**src/rtl/spi_reg_master.sv**
```systemverilog
module spi_reg_master #(
  parameter int DEPTH = 16
) (
  input  logic        clk,
  input  logic        rst_n,
  input  logic        bus_en,
  input  logic        bus_we,
  input  logic [3:0]  bus_addr,
  input  logic [31:0] bus_wdata,
  output logic [31:0] bus_rdata,
  output logic        sclk_o,
  output logic        mosi_o,
  output logic        mosi_oe,
  input  logic        miso_i,
  input  logic        dq_i,
  output logic [2:0]  cs_o,
  output logic        irq_o
);
  localparam int AW = $clog2(DEPTH);
  localparam logic [AW:0] FULL = (AW+1)'(DEPTH);
  localparam logic [AW:0] RXR_LVL = (AW+1)'((DEPTH * 3) / 4);

  logic [1:0]  csel;
  logic        cpha, cpol, gpol, ta, intd, intr, ren;
  logic [2:0]  pol;
  logic [15:0] cdiv, dlen;

  logic [7:0]    tx_mem [DEPTH];
  logic [7:0]    rx_mem [DEPTH];
  logic [AW-1:0] tx_wp, tx_rp, rx_wp, rx_rp;
  logic [AW:0]   tx_cnt, rx_cnt;

  logic        busy;
  logic [4:0]  ph;
  logic [15:0] dcnt, half;
  logic [7:0]  tsh, rsh;

  logic wr_ctrl, wr_fifo, rd_fifo, clr_tx, clr_rx;
  logic tx_push, tx_pop, rx_push, rx_pop;
  logic tick, load, din, done, rxr, cs_on;
  logic unused_bits;

  assign wr_ctrl = bus_en && bus_we && bus_addr[3:2] == 2'd0;
  assign wr_fifo = bus_en && bus_we && bus_addr[3:2] == 2'd1;
  assign rd_fifo = bus_en && !bus_we && bus_addr[3:2] == 2'd1;
  assign clr_tx  = wr_ctrl && bus_wdata[4];
  assign clr_rx  = wr_ctrl && bus_wdata[5];
  assign unused_bits = ^{bus_addr[1:0], bus_wdata[31:24], bus_wdata[20:16]};

  assign half = (cdiv[15:1] == 15'd0) ? 16'h8000 : {1'b0, cdiv[15:1]};
  assign tick = busy && (dcnt == half - 16'd1);
  assign load = ta && tx_cnt != '0 && (!busy || (tick && ph == 5'd17));
  assign din  = ren ? dq_i : miso_i;

  assign tx_push = wr_fifo && tx_cnt != FULL;
  assign tx_pop  = load;
  assign rx_push = tick && ph == 5'd15 && rx_cnt != FULL;
  assign rx_pop  = rd_fifo && rx_cnt != '0;

  assign done  = ta && tx_cnt == '0 && !busy;
  assign rxr   = rx_cnt >= RXR_LVL;
  assign irq_o = (intd && done) || (intr && rxr);

  assign sclk_o  = cpol ^ (busy && ph < 5'd16 && (ph[0] ^ cpha));
  assign mosi_o  = tsh[7];
  assign mosi_oe = !ren;
  assign cs_on   = (ta || busy) && gpol && csel != 2'd3;

  always_comb
    for (int i = 0; i < 3; i++)
      cs_o[i] = (cs_on && csel == 2'(i)) ? pol[i] : !pol[i];

  always_ff @(posedge clk) begin
    if (!rst_n) begin
      {csel, cpha, cpol, gpol, ta, intd, intr, ren, pol} <= '0;
      cdiv <= '0;
      dlen <= '0;
    end else begin
      if (wr_ctrl) begin
        csel <= bus_wdata[1:0];
        cpha <= bus_wdata[2];
        cpol <= bus_wdata[3];
        gpol <= bus_wdata[6];
        ta   <= bus_wdata[7];
        intd <= bus_wdata[9];
        intr <= bus_wdata[10];
        ren  <= bus_wdata[12];
        pol  <= bus_wdata[23:21];
      end
      if (bus_en && bus_we && bus_addr[3:2] == 2'd2) cdiv <= bus_wdata[15:0];
      if (bus_en && bus_we && bus_addr[3:2] == 2'd3) dlen <= bus_wdata[15:0];
    end
  end

  always_ff @(posedge clk) begin
    if (tx_push) tx_mem[tx_wp] <= bus_wdata[7:0];
    if (rx_push) rx_mem[rx_wp] <= rsh;
  end

  always_ff @(posedge clk) begin
    if (!rst_n || clr_tx) begin
      tx_wp <= '0; tx_rp <= '0; tx_cnt <= '0;
    end else begin
      if (tx_push) tx_wp <= tx_wp + AW'(1);
      if (tx_pop)  tx_rp <= tx_rp + AW'(1);
      tx_cnt <= tx_cnt + (AW+1)'(tx_push) - (AW+1)'(tx_pop);
    end
    if (!rst_n || clr_rx) begin
      rx_wp <= '0; rx_rp <= '0; rx_cnt <= '0;
    end else begin
      if (rx_push) rx_wp <= rx_wp + AW'(1);
      if (rx_pop)  rx_rp <= rx_rp + AW'(1);
      rx_cnt <= rx_cnt + (AW+1)'(rx_push) - (AW+1)'(rx_pop);
    end
  end

  always_ff @(posedge clk) begin
    if (!rst_n) begin
      busy <= 1'b0; ph <= '0; dcnt <= '0; tsh <= '0; rsh <= '0;
    end else if (load) begin
      busy <= 1'b1; ph <= '0; dcnt <= '0; tsh <= tx_mem[tx_rp];
    end else if (busy) begin
      if (tick) begin
        dcnt <= '0;
        if (ph == 5'd17) begin
          busy <= 1'b0;
          ph   <= '0;
        end else begin
          ph <= ph + 5'd1;
        end
        if (ph < 5'd16 && !ph[0]) rsh <= {rsh[6:0], din};
        if (ph < 5'd16 && ph[0])  tsh <= {tsh[6:0], 1'b0};
      end else begin
        dcnt <= dcnt + 16'd1;
      end
    end
  end

  always_comb
    case (bus_addr[3:2])
      2'd0: bus_rdata = {8'b0, pol, rx_cnt == FULL, rxr, tx_cnt != FULL, rx_cnt != '0, done,
                         3'b0, ren, 1'b0, intr, intd, 1'b0, ta, gpol, 2'b0, cpol, cpha, csel};
      2'd1: bus_rdata = {24'b0, rx_mem[rx_rp]};
      2'd2: bus_rdata = {16'b0, cdiv};
      default: bus_rdata = {16'b0, dlen};
    endcase

  a_r5_done_irq: assert property (@(posedge clk) disable iff (!rst_n)
    $rose(ta) && tx_cnt == '0 && !busy && intd |-> irq_o);
  a_r3_idle_clock: assert property (@(posedge clk) disable iff (!rst_n)
    busy && ph >= 5'd16 |-> sclk_o == cpol);
  a_r7_cs_single: assert property (@(posedge clk) disable iff (!rst_n)
    $onehot0(cs_o ^ ~pol));
  a_r10_tx_full_hold: assert property (@(posedge clk) disable iff (!rst_n)
    tx_cnt == FULL && !tx_pop && !clr_tx |=> tx_cnt == FULL);
  a_r4_rx_per_byte: assert property (@(posedge clk) disable iff (!rst_n)
    rx_push && !rx_pop && !clr_rx |=> rx_cnt == $past(rx_cnt) + 1'b1);
  a_r11_start_needs_ta: assert property (@(posedge clk) disable iff (!rst_n)
    $rose(busy) |-> $past(ta));
endmodule

```
**config.mk**
```make
export PLATFORM = sky130hd
export DESIGN_NAME = spi_reg_master
export DESIGN_NICKNAME = d
export VERILOG_FILES = /design/src/rtl/spi_reg_master.sv
export SDC_FILE = /design/constraint.sdc
export NUM_CORES = 1
export LEC_CHECK = 0
export BUFFER_PORTS_ARGS = -buffer_cell sky130_fd_sc_hd__buf_4
export CAP_MARGIN = 20
export CORE_ASPECT_RATIO = 1.5
export CORE_MARGIN = 10
export CORE_UTILIZATION = 47
export CTS_BUF_LIST = sky130_fd_sc_hd__clkbuf_8
export DETAILED_ROUTE_END_ITERATION = 16
export PLACE_DENSITY_LB_ADDON = 0.25
export SETUP_SLACK_MARGIN = 0.1
export SYNTH_ARGS = -nofsm -noshare
export SYNTH_HDL_FRONTEND = slang
export SYNTH_SLANG_ARGS = --single-unit
export TNS_END_PERCENT = 1
```
**constraint.sdc**
```tcl
create_clock -name clk -period 3.9 [get_ports clk]
set_input_delay 0 -clock clk [delete_from_list [all_inputs] [get_ports clk]]
set_output_delay 0 -clock clk [all_outputs]
set_load 0.01 [all_outputs]
```
==> results of run 1 <==
## power by group through the flow
stage                     logic [mW]  clock network, mW  registers [mW]
after detailed placement       0.532                  0            4.34
after CTS                      0.558               3.13            4.26
after global routing           0.610               3.29            4.26
after floorplan                0.347                  0            4.33
after global placement         0.525                  0            4.34
final                          0.560               3.03            4.26
## metrics by stage
stage / TNS [ps] / hold WS [ps] / worst slack, ps
floorplan: -392 / 98.9 / -195
global placement: -34.4 / 251 / -34.4
detailed placement: -96.3 / 261 / -96.3
CTS: 0 / 75.3 / 101
global route: -201 / 138 / -136
finish: 0 / 121 / 97.4
## area by class of cell
cell class	count	area, um2	share of cell area [%]
clock buffer	61	840	4.53
timing repair buffer	157	1270	6.84
inverter	30	113	0.607
sequential	372	10000	54.0
multi-input combinational	668	5550	29.9
clock inverter	40	240	1.30
tap	420	526	2.83
antenna	1	2.50	0.0135
## final timing paths
path	startpoint	cells after the start	end
worst min register to register	cdiv[0]	2	cdiv[0]
worst min-delay path	bus_addr[2]	4	cdiv[2]
worst max register to register	cdiv[5]	19	rx_cnt[4]
worst max-delay path	cdiv[5]	19	rx_cnt[4]
## worst max-delay path, cell delays in order, from the launching register on
cell       delay, ps
dfxtp_1          310
or4_4            540
nand4b_4         230
a2111oi_2        340
o21bai_2         210
nand4b_1         150
nand4b_1         320
nor2_2           190
inv_1             60
ha_1             280
inv_1             60
ha_2             160
inv_1             50
fa_2             330
inv_1             60
a21oi_1           70
nor2_1           100
nor2_1            60
xor2_1           120
nor2_1            50
## repair_timing
action,in CTS,in global routing
setup buffers,3,0
pin swaps,5,7
hold endpoints to repair,186,0
hold buffers,26,0
endpoints found under the setup margin,4,6
gates resized for setup,4,9
## cell usage in the layout (no fill, tap or decap), types with 7 or more instances in the layout
| master | n |
|---|---|
| nand2_1 | 142 |
| nor2_1 | 103 |
| nand2b_1 | 15 |
| nor2b_1 | 8 |
| and2_1 | 7 |
| clkbuf_8 | 61 |
| mux2i_1 | 19 |
| clkinv_2 | 15 |
| o21ai_0 | 10 |
| nand3_1 | 9 |
| a21oi_1 | 62 |
| edfxtp_1 | 256 |
| and3_1 | 12 |
| conb_1 | 8 |
| ha_1 | 29 |
| dfxtp_1 | 114 |
| dlygate4sd3_1 | 26 |
| xor2_1 | 28 |
| inv_1 | 46 |
| buf_4 | 129 |
| xnor2_1 | 25 |
| mux4_2 | 86 |
| nor3_1 | 20 |
| nand4_1 | 10 |
## per-layer routing
metal	up-vias	track usage [%]	wire length (um)
met5	-	0	0
met4	0	7.76	1420
met3	74	3.07	1630
met2	235	34.3	20700
met1	4724	18.1	12900
li1	4454	-	-
## sequential cells by signal (all words and copies together) (netlist names), 2 cells and up, named ones only
signal,flops
rx_mem,128
tx_mem,128
cdiv,16
dcnt,16
dlen,16
rsh,8
tsh,8
ph,5
rx_cnt,5
tx_cnt,5
rx_rp,4
rx_wp,4
tx_rp,4
tx_wp,4
pol,3
csel,2
## kinds of logic after synthesis
| group | count (synthesis) | share of synthesized area (%) |
|---|---|---|
| AOI/OAI and AO/OA | 101 | 3.87 |
| and+or+nand+nor | 357 | 10.4 |
| buffers and inverters | 94 | 2.57 |
| other | 1 | 0.0237 |
| xor gates and xnor gates | 54 | 3.08 |
| muxes | 116 | 14.2 |
| adders and majority gates | 32 | 2.62 |
| DFF | 372 | 63.2 |
==> flow_summary_export.csv, run 1 <==
group,metric,value,unit
clock_network,cts_max_level,2,
drt,vias,9487,
clock_network,cts_num_sinks,372,
sta,hold_violations,0,
clock_network,clkTransAtPathRegs,70,ps
sta,maxSlewViolCount,0,
power_and_ir_drop,clkPwrFrac,38.6,%
layout,final_util,55.6,%
sta,timing.fmax,0.263,GHz
clock_network,clock_path_buffers,3,
floorplan,dieHeight,245,um
status,status,"finished, final reports clean",
floorplan,fp-row-count,82,
clock_network,worstSkewPairLatency,600,ps
logic_synthesis,synth_area_per_cell,14.1,um2
power_and_ir_drop,power_switching,1.79,mW
logic_synthesis,synth_commonest_cells,"edfxtp_1 (256), nand2_1 (142), dfxtp_1 (116), nor2_1 (105), mux4_2 (86)",
clock_network,cts_tree,"built",
floorplan,die_x,170,um
power_and_ir_drop,peakVddDrop,299,uV
setup_path,arrival,4260,ps
logic_synthesis,yosys_warnings,0,
floorplan,initial_core_util,47.5,%
global_route,first_global_vias,10000,
global_route,antenna_found_initial,1,
setup_path,worstSetupPathType,"register to register",
place,dp.cells,1618,
global_route,grt_start_max_net_pins,33,
drt,route.detailed.drc,0,
logic_synthesis,synth_cell_type_count,63,
logic_synthesis,synth_top_area_cell,"edfxtp_1",
sta,slew_headroom,39.2,%
place,dpl.hpwl,26.1,mm
setup_path,cp_data_required_time,4360,ps
logic_synthesis,yosysSeqAreaShare,63.2,%
floorplan,dieArea,41600,um2
logic_synthesis,syn_inst,1127,
layout,layout-drive-gt1-share,25.2,%
clock_network,root_buffer,"clkbuf_8",
power_and_ir_drop,power,7.85,mW
place,routabilityCongestion,0.840,
power_and_ir_drop,p_int,6.06,mW
layout,nets,1357,
logic_synthesis,ys_ff_latch,372,
sta,layout_min_cycle_time,3800,ps
place,dpl-instance-area,17100,um2
drt,wire_per_inst,21.0,um
setup_path,r2r_setup_slack,100,ps
sta,setup_viol,0,
logic_synthesis,synthTopCellsByArea,"edfxtp_1 (49%), dfxtp_1 (15%), mux4_2 (12%), nand2_1 (3.4%), nor2_1 (2.5%)",
layout,instances_no_fill,1749,
power_and_ir_drop,pwr-share-comb,7.1,%
sta,clock_skew,12.4,ps
drt,dr.pass1.iters,4,
layout,area_delta_synth_final,17.1,%
drt,viasPerCell,5.42,
setup_path,cp-start-kind,"register",
logic_synthesis,synth_edf_count,256,
power_and_ir_drop,switching_share,22.8,%
power_and_ir_drop,p_per_area,423,nW/um2
sta,worstMarginPinSlew,908,ps
layout,nFillCells,2713,
power_and_ir_drop,seqPwrFrac,54.2,%
sta,rsz0062_at_grt,"true",
logic_synthesis,async_reset_ff_share,0,%
global_route,grt_pass1_wl,56.7,mm
drt,first_iter_violations,451,
logic_synthesis,yosysTopAreaCellShare,48.5,%
logic_synthesis,ys_dominant_reg_cell,"edfxtp_1",
logic_synthesis,synth_area,15800,um2
clock_network,cts_buffers,54,
floorplan,core_region_area,33300,um2
drt,final_antenna_net_count,0,
sta,timing.final.crit_share,97.5,%
drt,wl,36.7,mm
layout,stdcell_area,18500,um2
global_route,grt_overflow,0,
setup_path,critical_path_peak_fanout,4,
min_path,hold_class,"input port to register",
flow_run,maxCapViolCount,0,
logic_synthesis,synth_most_common_cell,"edfxtp_1",
place,portBuffers,57,
floorplan,ios,81,
setup_path,end_kind,"register",
global_route,grt_util_all_layers,17.7,%
power_and_ir_drop,leakage,6.53,nW
No activity file was read; power rests on OpenSTA's default activity.
==> run 2, diff against run 1 <==
- PLACE_DENSITY: not set -> 0.66
- PLACE_DENSITY_LB_ADDON: 0.25 -> not set
==> flow_summary_export.csv, run 2 (synthesis results as in run 1) <==
group,metric,value,unit
place,dp_slack,-29.2,ps
place,dpl.hpwl,26.3,mm
power_and_ir_drop,leakage,6.56,nW
power_and_ir_drop,p_int,6.19,mW
global_route,grt_pass1_wl,56.7,mm
layout,largest_registers,"rx_mem: 128 flops, tx_mem: 128 flops",
drt,vias,9529,
floorplan,dieArea,41600,um2
clock_network,cts_num_sinks,372,
layout,final_cell_mix,"edfxtp_1 (256), nand2_1 (142), buf_4 (128)",
drt,top_layer_used,"met4",
floorplan,ios,81,
layout,area_delta_synth_final,17.7,%
layout,nets,1355,
layout,instances_no_fill,1749,
drt,viasPerCell,5.45,
floorplan,fp-row-count,82,
clock_network,worstSkewPairLatency,620,ps
flow_run,maxCapViolCount,0,
status,status,"finished, violations left",
power_and_ir_drop,power,8.03,mW
place,portBuffers,57,
floorplan,core_region_area,33300,um2
status,violations,"hold timing",
clock_network,root_buffer,"clkbuf_8",
setup_path,arrival,4270,ps
drt,wire_per_inst,21.2,um
sta,setup_viol,0,
drt,dr.pass1.iters,5,
power_and_ir_drop,peakVddDrop,323,uV
floorplan,die_x,170,um
setup_path,critical_path_peak_fanout,5,
drt,wl_met1,12.7,mm
setup_path,cpPeakStageDelay,540,ps
setup_path,end_kind,"register",
sta,worstMarginPinSlew,887,ps
place,dp.cells,1615,
floorplan,initial_core_util,47.5,%
drt,wl_met2,21.6,mm
setup_path,critPathSlowestCell,"or4_4",
layout,nFillCells,2660,
setup_path,cp_data_required_time,4390,ps
power_and_ir_drop,pwr-share-comb,7.2,%
power_and_ir_drop,p_per_area,431,nW/um2
clock_network,cts_tree,"built",
sta,rsz0062_at_grt,"true",
clock_network,clock_path_buffers,3,
sta,layout_min_cycle_time,3780,ps
sta,hold_violations,1,
sta,timing.fmax,0.265,GHz
drt,met3_length,1.51,mm
clock_network,cts_buffers,55,
clock_network,cts_max_level,2,
global_route,grt_overflow,0,
layout,layout-drive-gt1-share,26.3,%
power_and_ir_drop,clkPwrFrac,39.8,%
global_route,antenna_found_initial,1,
min_path,hold_class,"input port to register",
sta,clock_skew,19.3,ps
setup_path,crit_family,"simple AND/OR/NAND/NOR gates",
drt,final_antenna_net_count,0,
sta,slew_headroom,40.7,%
drt,first_iter_violations,531,
setup_path,worstSetupPathType,"register to register",
global_route,first_global_vias,9988,
sta,holdWs,-2.83,ps
layout,final_common_cell,"edfxtp_1",
drt,wl,37.1,mm
setup_path,cp-start-kind,"register",
setup_path,cp_cell_sequence,"or4_4, buf_6, o31a_1, o311a_1, nor4_2, nand4_1, o21ai_2, ha_1, inv_1, ha_1, fa_2, a21oi_2, nor2_1, nor2_1, xnor2_1, nor2_1",
floorplan,dieHeight,245,um
sta,timing.final.crit_share,96.9,%
power_and_ir_drop,power_switching,1.84,mW
global_route,grt_start_max_net_pins,55,
global_route,grt_util_all_layers,17.8,%
sta,fin_ws,121,ps
sta,maxSlewViolCount,0,
drt,route.detailed.drc,0,
power_and_ir_drop,switching_share,22.9,%
setup_path,cp_common_cell,"nor2_1",
power_and_ir_drop,seqPwrFrac,53.0,%
clock_network,clkTransAtPathRegs,70,ps
setup_path,worstPathBufferInverterCount,2,
place,routabilityCongestion,0.846,
## run 2: metrics by stage
step                area (um2)  setup TNS, ps  hold slack (ps)  util (%)
finish                   18600              0            -2.83      55.9
CTS                      18500              0              142      55.5
floorplan                15900           -392             98.9         -
global placement         17100              0              248      51.2
detailed placement       17100          -29.2              258      51.2
global route             18600           -237             5.55      55.9
## run 2: final cells by class
type | count | area [um2] | share of cell area [%]
Clock buffer | 67 | 922 | 4.95
Timing Repair Buffer | 154 | 1220 | 6.56
Multi-Input combinational cell | 668 | 5610 | 30.1
Sequential cell | 372 | 10000 | 53.7
Tap cell | 420 | 526 | 2.82
Inverter | 30 | 113 | 0.604
Clock inverter | 37 | 231 | 1.24
Antenna cell | 1 | 2.50 | 0.0134
## run 2: power by group through the flow
stage	logic [mW]	clock network (mW)	registers [mW]
CTS	0.559	3.27	4.25
finish	0.580	3.19	4.26
global route	0.633	3.44	4.26
floorplan	0.347	0	4.33
global placement	0.524	0	4.34
detailed placement	0.537	0	4.34
## run 2: layer usage
layer | vias to the layer above | global-route usage (%)
met5 | - | 0
met4 | 0 | 6.94
met3 | 81 | 2.62
met2 | 235 | 35.5
met1 | 4755 | 17.7
li1 | 4458 | -
## run 2: path summary, 6_finish.rpt
kind                to  cells after the start  slack (ps)        start
min reg2reg   dlen[14]                      2         460     dlen[14]
max reg2reg  tx_cnt[4]                     16         120      cdiv[5]
max          tx_cnt[4]                     16         120      cdiv[5]
min            cdiv[0]                      5          -3  bus_addr[3]
## run 2: what timing repair did
item	in CTS	in global routing
resized for setup	4	30
setup buffers	0	3
hold buffers	25	0
pin swaps	3	24
endpoints found under the hold margin	193	0
endpoints found under the setup margin	3	7
cloned	0	0
## run 2: tightest hold or removal path, delay by kind of cell
family,cells,cell delay [ps]
simple gates,3,280
buf+inv,1,210
compound gates,1,50
